==> src/rtl/hbp_pkg.sv <==
package hbp_pkg;
    localparam logic [2:0] ADR_CTRL = 3'd0;
    localparam logic [2:0] ADR_STAT = 3'd1;
    localparam logic [2:0] ADR_CMD  = 3'd2;
    localparam logic [2:0] ADR_HI   = 3'd5;
    localparam logic [2:0] ADR_MID  = 3'd6;
    localparam logic [2:0] ADR_LO   = 3'd7;

    typedef enum logic {TX_OPEN, TX_HELD}      tx_state_e;
    typedef enum logic {RX_VACANT, RX_LOADED}  rx_state_e;
    typedef enum logic {CMD_IDLE, CMD_RAISED}  cmd_state_e;
endpackage

==> src/rtl/hbp_sync.sv <==
module hbp_sync #(
    parameter int STAGES = 2
) (
    input  logic clk,
    input  logic rst,
    input  logic async_lvl,
    output logic rise,
    output logic fall
);
    localparam int LAST = STAGES;

    logic [LAST:0] sh_q;

    always_ff @(posedge clk) begin
        if (rst) sh_q <= '0;
        else     sh_q <= {sh_q[LAST-1:0], async_lvl};
    end

    always_comb begin
        rise = sh_q[LAST-1] & ~sh_q[LAST];
        fall = ~sh_q[LAST-1] & sh_q[LAST];
    end

    // A held strobe yields one event only
    assert_single_pulse_R13: assert property (@(posedge clk) disable iff (rst)
        rise |=> !rise);
endmodule

==> src/rtl/hbp_tx_path.sv <==
module hbp_tx_path
    import hbp_pkg::*;
#(
    parameter int BW = 8
) (
    input  logic            clk,
    input  logic            rst,
    input  logic            wr_hi,
    input  logic            wr_mid,
    input  logic            wr_lo,
    input  logic [BW-1:0]   din,
    input  logic            core_take,
    output logic            empty,
    output logic [3*BW-1:0] core_word,
    output logic            core_valid
);
    tx_state_e     state_q, state_d;
    logic [BW-1:0] hi_q, mid_q, lo_q;
    logic          xfer;

    always_comb begin
        state_d = state_q;
        unique case (state_q)
            TX_OPEN: if (wr_lo)       state_d = TX_HELD;
            TX_HELD: if (!core_valid) state_d = TX_OPEN;
        endcase
    end

    always_ff @(posedge clk) begin
        if (rst) state_q <= TX_OPEN;
        else     state_q <= state_d;
    end

    always_comb begin
        empty = (state_q == TX_OPEN);
        xfer  = (state_q == TX_HELD) && !core_valid;
    end

    always_ff @(posedge clk) begin
        if (rst) begin
            hi_q       <= '0;
            mid_q      <= '0;
            lo_q       <= '0;
            core_word  <= '0;
            core_valid <= 1'b0;
        end else begin
            if (state_q == TX_OPEN) begin
                if (wr_hi)  hi_q  <= din;
                if (wr_mid) mid_q <= din;
                if (wr_lo)  lo_q  <= din;
            end
            if (xfer) begin
                core_word  <= {hi_q, mid_q, lo_q};
                core_valid <= 1'b1;
            end else if (core_take && core_valid) begin
                core_valid <= 1'b0;
            end
        end
    end

    assert_commit_clears_empty_R4: assert property (@(posedge clk) disable iff (rst)
        (wr_lo && state_q == TX_OPEN) |=> !empty);
    assert_valid_drops_on_take_R5: assert property (@(posedge clk) disable iff (rst)
        $fell(core_valid) |-> $past(core_take));
    assert_valid_rises_from_held_R5: assert property (@(posedge clk) disable iff (rst)
        $rose(core_valid) |-> $past(state_q == TX_HELD));
    assert_held_bytes_stable_R6: assert property (@(posedge clk) disable iff (rst)
        (state_q == TX_HELD && (wr_hi || wr_mid || wr_lo)) |=> $stable({hi_q, mid_q, lo_q}));
endmodule

==> src/rtl/hbp_rx_path.sv <==
module hbp_rx_path
    import hbp_pkg::*;
#(
    parameter int BW = 8
) (
    input  logic            clk,
    input  logic            rst,
    input  logic            core_load,
    input  logic [3*BW-1:0] core_data,
    input  logic            rd_lo_done,
    output logic            full,
    output logic            core_ready,
    output logic [3*BW-1:0] bytes
);
    rx_state_e       state_q, state_d;
    logic [3*BW-1:0] word_q;

    always_comb begin
        state_d = state_q;
        unique case (state_q)
            RX_VACANT: if (core_load)  state_d = RX_LOADED;
            RX_LOADED: if (rd_lo_done) state_d = RX_VACANT;
        endcase
    end

    always_ff @(posedge clk) begin
        if (rst) state_q <= RX_VACANT;
        else     state_q <= state_d;
    end

    always_ff @(posedge clk) begin
        if (rst)                                      word_q <= '0;
        else if (state_q == RX_VACANT && core_load)   word_q <= core_data;
    end

    always_comb begin
        full       = (state_q == RX_LOADED);
        core_ready = (state_q == RX_VACANT);
        bytes      = word_q;
    end

    assert_load_when_full_ignored_R8: assert property (@(posedge clk) disable iff (rst)
        (full && core_load) |=> $stable(word_q));
    assert_full_clears_on_low_read_R9: assert property (@(posedge clk) disable iff (rst)
        $fell(full) |-> $past(rd_lo_done));
endmodule

==> src/rtl/hbp_cmd_unit.sv <==
module hbp_cmd_unit
    import hbp_pkg::*;
#(
    parameter int VW = 7
) (
    input  logic          clk,
    input  logic          rst,
    input  logic          wr_cmd,
    input  logic [VW:0]   din,
    input  logic          ack,
    output logic          pending,
    output logic [VW-1:0] vec
);
    cmd_state_e    state_q, state_d;
    logic [VW-1:0] vec_q;

    always_comb begin
        state_d = state_q;
        unique case (state_q)
            CMD_IDLE:   if (wr_cmd && din[VW]) state_d = CMD_RAISED;
            CMD_RAISED: if (ack)               state_d = CMD_IDLE;
        endcase
    end

    always_ff @(posedge clk) begin
        if (rst) begin
            state_q <= CMD_IDLE;
            vec_q   <= '0;
        end else begin
            state_q <= state_d;
            if (state_q == CMD_IDLE && wr_cmd) vec_q <= din[VW-1:0];
        end
    end

    always_comb begin
        pending = (state_q == CMD_RAISED);
        vec     = vec_q;
    end

    assert_raise_needs_write_R10: assert property (@(posedge clk) disable iff (rst)
        $rose(pending) |-> $past(wr_cmd));
    assert_vector_locked_R11: assert property (@(posedge clk) disable iff (rst)
        pending |=> $stable(vec_q));
    assert_drop_needs_ack_R12: assert property (@(posedge clk) disable iff (rst)
        $fell(pending) |-> $past(ack));
endmodule

==> src/rtl/host_byte_port.sv <==
module host_byte_port
    import hbp_pkg::*;
#(
    parameter int HOST_W      = 8,
    parameter int SYNC_STAGES = 2
) (
    input  logic                  clk,
    input  logic                  rst,
    input  logic                  host_cs_n,
    input  logic                  host_rd_n,
    input  logic                  host_wr_n,
    input  logic [2:0]            host_addr,
    input  logic [HOST_W-1:0]     host_din,
    output logic [HOST_W-1:0]     host_dout,
    output logic [3*HOST_W-1:0]   core_rx_word,
    output logic                  core_rx_valid,
    input  logic                  core_rx_take,
    input  logic [3*HOST_W-1:0]   core_tx_word,
    input  logic                  core_tx_load,
    output logic                  core_tx_ready,
    output logic                  core_irq,
    output logic [HOST_W-2:0]     core_irq_vec,
    input  logic                  core_irq_ack
);
    localparam int VEC_W  = HOST_W - 1;
    localparam int WORD_W = 3 * HOST_W;

    logic wr_rise, wr_fall_unused, rd_rise_unused, rd_fall;
    logic en_q;
    logic wr_hi, wr_mid, wr_lo, wr_cmd, rd_lo_done;
    logic tx_empty, rx_full, cmd_pend;
    logic [WORD_W-1:0] rx_bytes;
    logic [HOST_W-1:0] status_byte;

    hbp_sync #(.STAGES(SYNC_STAGES)) u_wr_sync (
        .clk(clk), .rst(rst),
        .async_lvl(~host_cs_n & ~host_wr_n),
        .rise(wr_rise), .fall(wr_fall_unused)
    );

    hbp_sync #(.STAGES(SYNC_STAGES)) u_rd_sync (
        .clk(clk), .rst(rst),
        .async_lvl(~host_cs_n & ~host_rd_n),
        .rise(rd_rise_unused), .fall(rd_fall)
    );

    always_ff @(posedge clk) begin
        if (rst)                                  en_q <= 1'b0;
        else if (wr_rise && host_addr == ADR_CTRL) en_q <= host_din[0];
    end

    always_comb begin
        wr_hi      = wr_rise && en_q && (host_addr == ADR_HI);
        wr_mid     = wr_rise && en_q && (host_addr == ADR_MID);
        wr_lo      = wr_rise && en_q && (host_addr == ADR_LO);
        wr_cmd     = wr_rise && en_q && (host_addr == ADR_CMD);
        rd_lo_done = rd_fall && en_q && (host_addr == ADR_LO);
    end

    hbp_tx_path #(.BW(HOST_W)) u_tx (
        .clk(clk), .rst(rst),
        .wr_hi(wr_hi), .wr_mid(wr_mid), .wr_lo(wr_lo),
        .din(host_din), .core_take(core_rx_take),
        .empty(tx_empty), .core_word(core_rx_word), .core_valid(core_rx_valid)
    );

    hbp_rx_path #(.BW(HOST_W)) u_rx (
        .clk(clk), .rst(rst),
        .core_load(core_tx_load), .core_data(core_tx_word),
        .rd_lo_done(rd_lo_done),
        .full(rx_full), .core_ready(core_tx_ready), .bytes(rx_bytes)
    );

    hbp_cmd_unit #(.VW(VEC_W)) u_cmd (
        .clk(clk), .rst(rst),
        .wr_cmd(wr_cmd), .din(host_din), .ack(core_irq_ack),
        .pending(cmd_pend), .vec(core_irq_vec)
    );

    always_comb begin
        core_irq    = cmd_pend;
        status_byte = '0;
        status_byte[0] = rx_full;
        status_byte[1] = tx_empty;
        status_byte[2] = cmd_pend;
    end

    always_comb begin
        host_dout = '0;
        case (host_addr)
            ADR_CTRL: host_dout[0] = en_q;
            ADR_STAT: host_dout = status_byte;
            ADR_CMD:  if (en_q) host_dout = {cmd_pend, core_irq_vec};
            ADR_HI:   if (en_q) host_dout = rx_bytes[3*HOST_W-1:2*HOST_W];
            ADR_MID:  if (en_q) host_dout = rx_bytes[2*HOST_W-1:HOST_W];
            ADR_LO:   if (en_q) host_dout = rx_bytes[HOST_W-1:0];
            default:  host_dout = '0;
        endcase
    end

    assert_disabled_no_commit_R2: assert property (@(posedge clk) disable iff (rst)
        (!en_q && tx_empty) |=> tx_empty);
    assert_irq_tracks_pending_R10: assert property (@(posedge clk) disable iff (rst)
        core_irq |-> status_byte[2]);
endmodule

==> config.mk <==
export PLATFORM = sky130hd
export DESIGN_NAME = host_byte_port
export DESIGN_NICKNAME = d
export VERILOG_FILES = /design/src/rtl/hbp_pkg.sv /design/src/rtl/hbp_sync.sv /design/src/rtl/hbp_tx_path.sv /design/src/rtl/hbp_rx_path.sv /design/src/rtl/hbp_cmd_unit.sv /design/src/rtl/host_byte_port.sv
export SDC_FILE = /design/constraint.sdc
export NUM_CORES = 1
export LEC_CHECK = 0
export BUFFER_PORTS_ARGS = -buffer_cell sky130_fd_sc_hd__buf_4
export CAP_MARGIN = 10
export CORE_AREA = 2 2 132 134
export CTS_CLUSTER_DIAMETER = 30
export CTS_CLUSTER_SIZE = 12
export DETAILED_ROUTE_END_ITERATION = 7
export DIE_AREA = 0 0 134 136
export PLACE_DENSITY = 0.45
export SLEW_MARGIN = 20
export SYNTH_ARGS = -nofsm -noshare
export SYNTH_HDL_FRONTEND = slang
export SYNTH_HIERARCHICAL = 1
export SYNTH_SLANG_ARGS = --single-unit
export TNS_END_PERCENT = 30
==> constraint.sdc <==
create_clock -name clk -period 3.2 [get_ports clk]
set_input_delay 0.16 -clock clk [delete_from_list [all_inputs] [get_ports clk]]
set_output_delay 0.16 -clock clk [all_outputs]
set_load 0.02 [all_outputs]
# == Word level (Yosys, flattened, before mapping) ==
# Cells that the tools add are included.
# totals
inputBits,43
output_inout_bits,42
elab_cells,66
ff_bits,90
# classes
n_eq_ne,5
bitwise,12
n_reduce_logical,19
n_mux,17
# op_table
operator,count
case mux 7 bit (5 select lines),1
two-way mux 8 bit,4
logical AND 1 bit,13
equality test 3 bit (second input constant),3
two-way mux 1 bit,8
inverter 1 bit,8
case mux 1 bit (2 select lines),3
case mux 1 bit (6 select lines),1
AND reduction 2 bit,3
bitwise AND 1 bit,4
equality test 3 x 1 -> 1 bit (second input constant),1
equality test 3 x 2 -> 1 bit (second input constant),1
logical NOT 3 bit,1
nonzero test 2 bit,1
logical NOT 1 bit,1

# == Longest topological paths before layout ==
# logic_depth
depth_word,7
mapped_depth,7
mapped_depth_nobuf,5

# == Cells and area by module ==
# Netlist, hierarchy kept.
# by_module_without_submodules
mod,n_inst,area_per_inst_um2,seq_area_each_um2,cells_per_inst
hbp_tx_path,1,1984.4,1001.0,177
hbp_rx_path,1,1147.4,500.5,112
host_byte_port,1,456.7,20.0,62
hbp_cmd_unit,1,359.1,160.2,34
hbp_sync,2,91.3,60.1,8

# == Least setup slack after synthesis ==
# Ideal clock, no wire load.
# synth_timing
kind,register to register
start,reg en_q
end,reg u_tx.hi_q[0]
n_path_buf,2
synth_period_minus_slack_ns,1.426
setup_slack_ns,1.774
setup_ns,0.072
path_stages_with_launch,7
t_required_ns,3.128
t_arrival_ns,1.355
path_cell_list,dfxtp_1 -> clkbuf_1 -> nand3_1 -> nor3b_1 -> and2b_1 -> buf_6 -> mux2i_1
# synth_via
elab_chain_len,3
# synth_rtl
element,line_no,rtl
start: declaration,host_byte_port.sv:29,logic en_q;
start signal: assignment,host_byte_port.sv:49,else if (wr_rise && host_addr == ADR_CTRL) en_q <= host_din[0];
logical AND 1 bit (2 in series),host_byte_port.sv:53,wr_hi = wr_rise && en_q && (host_addr == ADR_HI);
named net wr_hi,host_byte_port.sv:30,"logic wr_hi, wr_mid, wr_lo, wr_cmd, rd_lo_done;"
AND reduction 2 bit (no line),--,
end signal: assignment,hbp_tx_path.sv:48,if (wr_hi) hi_q <= din;
end: declaration,hbp_tx_path.sv:18,"logic [BW-1:0] hi_q, mid_q, lo_q;"
# The timed path passes the listed nets, and every way through them passes these cells.
# A chain may end at the register's enable or synchronous reset.

# == Worst setup path after layout ==
# layout_timing
start,reg u_rx.state_q (netlist: u_rx/full)
end,out host_dout[0]
# layout_via
elab_chain_len,1
# layout_rtl
element,line_no,rtl
start: declaration,hbp_rx_path.sv:15,"rx_state_e state_q, state_d;"
start signal: assignment,hbp_rx_path.sv:28,else state_q <= state_d;
case mux 1 bit (6 select lines),host_byte_port.sv:90,case (host_addr)
end: declaration,host_byte_port.sv:14,"output logic [HOST_W-1:0] host_dout,"
# No other way between the ends.

==> summary.md <==
## Global route
- final global-route overflow total: 0
- largest net degree at the start of global routing: 130
- number of global-route vias before repair: 2970
- GRT Util Overall: 0.1143
- wire length of the first global-routing pass: 15860 µm
- initial antenna violation count: 0

## Final layout
- final core utilization: 0.3040
- total area of multi-input combinational cells: 0.002107 mm²
- register cell area after layout: 0.001802 mm²
- number of nets at the end of the flow: 507
- share of post-route cells with drive strength above 1: 0.2239
- Area Overhead vs Synth: 24.58%
- number of fill cells in the layout: 1768
- Ant. Diodes: 0

## Setup path
- data required time of the critical path: 3040 ps
- Critical-path top delay cell: dfxtp_1
- Setup crit end: host_dout[0]
- source of the worst register-to-register timing path: en_q$_SDFFE_PP0P_
- Worst Reg-to-Reg Cells: 4
- crit end category: output pin
- list of cells traversed by the critical path: a32o_1 > a22o_1 > buf_4
- startpoint type of the worst setup path: flip-flop
- register-to-register setup slack: 1380 ps
- worst flop-to-flop path endpoint: u_tx/mid_q[0]$_SDFFE_PP0P_
- Arrival @ worst endpoint: 1790 ps
- largest stage delay on the critical path: 910 ps
- Worst Path Class, Setup: reg2out
- timing startpoint of the critical path: u_rx/full$_SDFF_PP0_
- maximum net fanout on the critical path: 28

## Clocking
- Post-CTS Hold Buffers: 0
- Max clock buf depth: 2
- CTS tree: yes
- post-CTS setup repair buffer count: 0
- Clock transition at path regs: 60 ps
- cell chosen for the clock root: clkbuf_16
- Resized Gates After CTS: 0
- H-Tree Level Count: 3
- clock sink total: 90
- TritonCTS Buffers: 9
- clock insertion delay at the later pin of the skew report: 350 ps

## Place
- Final HPWL DP: 7108 µm
- Port Buffer Count: 84
- placer's final routability congestion estimate: 0.6911

## Drt
- per-cell routed wire length: 14.69 µm
- initial detailed-routing violation count: 138
- remaining design rule violation count: 0
- number of vias after detailed routing: 2971
- first-pass iteration count of the detailed router: 4
- antenna-violating nets left: 0
- Avg Vias per Cell: 4.281
- drt total wl: 10200 µm

## Timing
- summed negative setup slack over all endpoints: 0 ps
- total count of max-transition violations in the final report: 0
- setup repair after global routing missed its margin: false
- Setup Viol. Count Final: 0
- Fin Clk Skew: 8.260 ps
- post-layout minimum cycle time: 1950 ps
- transition time of the tightest slew-check pin: 959.2 ps
- final-report hold violation count: 0
- period utilisation layout: 0.6094
- Max-slew headroom: 0.3605
- maximum clock rate: 512.8 MHz

## Power and ir drop
- Leak: 0.001949 µW
- power per standard cell area: 464.8 mW/mm²
- largest vdd supply drop: 287.0 µV

## Worst hold path
- path category of the worst min-delay check: in2reg

## Floorplan
- number of top-level pins: 85
- Initial Util: 0.2440
- vertical die dimension: 136 µm
- Row Count: 48
- core area: 0.01688 mm²
- Die Footprint: 0.01822 mm²
- Die Width: 134 µm

## Synth
- Post-Synthesis Mean Instance Area: 10.32 µm²
- Mapped Area: 0.004118 mm²
- Synth Instances: 399
- count of synthesis-stage warnings from yosys: 6
- synthesized netlist net count: 442

## Status
- result of the run: complete, no violations

## Flow run
- Max-Cap Viols: 0

==> critical path: cells and delay by family (launching register included) <==
family,cells,cell delay (ps)
compound gates,2,380
flops,1,910
buf+inv,1,150
==> worst min path at each step <==
stage | cells past startpoint | endpoint | from
3_3_place_gp | 3 | u_rx/bytes[19]$_SDFFE_PP0P_ | core_tx_word[19]
6_report | 3 | u_rd_sync/sh_q[0]$_SDFF_PP0_ | host_rd_n
2_1_floorplan | 1 | u_rd_sync/sh_q[0]$_SDFF_PP0_ | rst
3_5_place_dp | 1 | u_rd_sync/sh_q[1]$_SDFF_PP0_ | u_rd_sync/sh_q[0]$_SDFF_PP0_
4_1_cts | 3 | u_rd_sync/sh_q[0]$_SDFF_PP0_ | host_rd_n
5_1_grt | 3 | u_tx/core_valid$_SDFFE_PP0P_ | core_rx_take
==> power by group <==
part	leakage (µW)	internal (µW)	switching, µW
clock	0.000150	596	449
combinational	0.00107	95.1	82.9
sequential	0.000729	1140	18.4
total	0.00195	1830	551
==> metrics by stage <==
step | instance area (µm²) | hold slack, ps | setup slack, ps | total power, µW | instances
6_report | 5130 | 70.07 | 1250 | 2384 | 694
5_1_grt | 5130 | 68.02 | 1145 | 2489 | 694
4_1_cts | 5130 | 55.14 | 1202 | 2431 | 694
3_5_place_dp | 4832 | 424.3 | 1349 | 1367 | 678
3_3_place_gp | 4832 | 421.2 | 1455 | 1365 | 678
2_1_floorplan | 4118 | 231.6 | 1774 | 1297 | 399
==> registers in the layout (all words and copies together) (netlist names) <==
name / cells
u_tx/lo_q: 8
u_cmd/pending: 1
u_tx/mid_q: 8
u_tx/core_word: 24
u_tx/hi_q: 8
u_tx/state_q: 1
u_rx/bytes: 24
u_wr_sync/sh_q: 3
u_tx/core_valid: 1
u_rd_sync/sh_q: 3
en_q: 1
u_rx/full: 1
u_cmd/vec: 7
==> cell type report <==
type                    count  share of cell area
repair buffers             84              0.1229
inverters                   3            0.002195
well taps                 225             0.05488
clock buffers              12             0.05195
multi-input cells         276              0.4107
flip-flops and latches     90              0.3512
clock inverters             4            0.006098
==> metal layers <==
layer | vias to the layer above | global-route usage | routed length, µm
li1 | 1526 | - | -
met1 | 1358 | 0.1540 | 5099
met2 | 76 | 0.1684 | 4332
met3 | 11 | 0.04027 | 620
met4 | 0 | 0.04078 | 146
met5 | - | 0 | 0
==> cells in the final DEF (no fill, tap or decap), types with 2 or more instances in the layout <==
cell	instances
o21ai_1	26
nand2_1	3
nor2_1	8
nand3_1	3
nor2b_1	11
nand4bb_1	30
o21ai_0	4
nand2b_1	92
a21oi_1	3
a32oi_1	2
clkbuf_8	3
mux2i_1	62
dfxtp_1	90
o221ai_1	2
and2_1	5
inv_6	2
clkbuf_16	9
inv_1	3
buf_4	84
nand4_1	2
o22ai_1	5
and2b_1	5
Power figures use the tool's default switching activity.
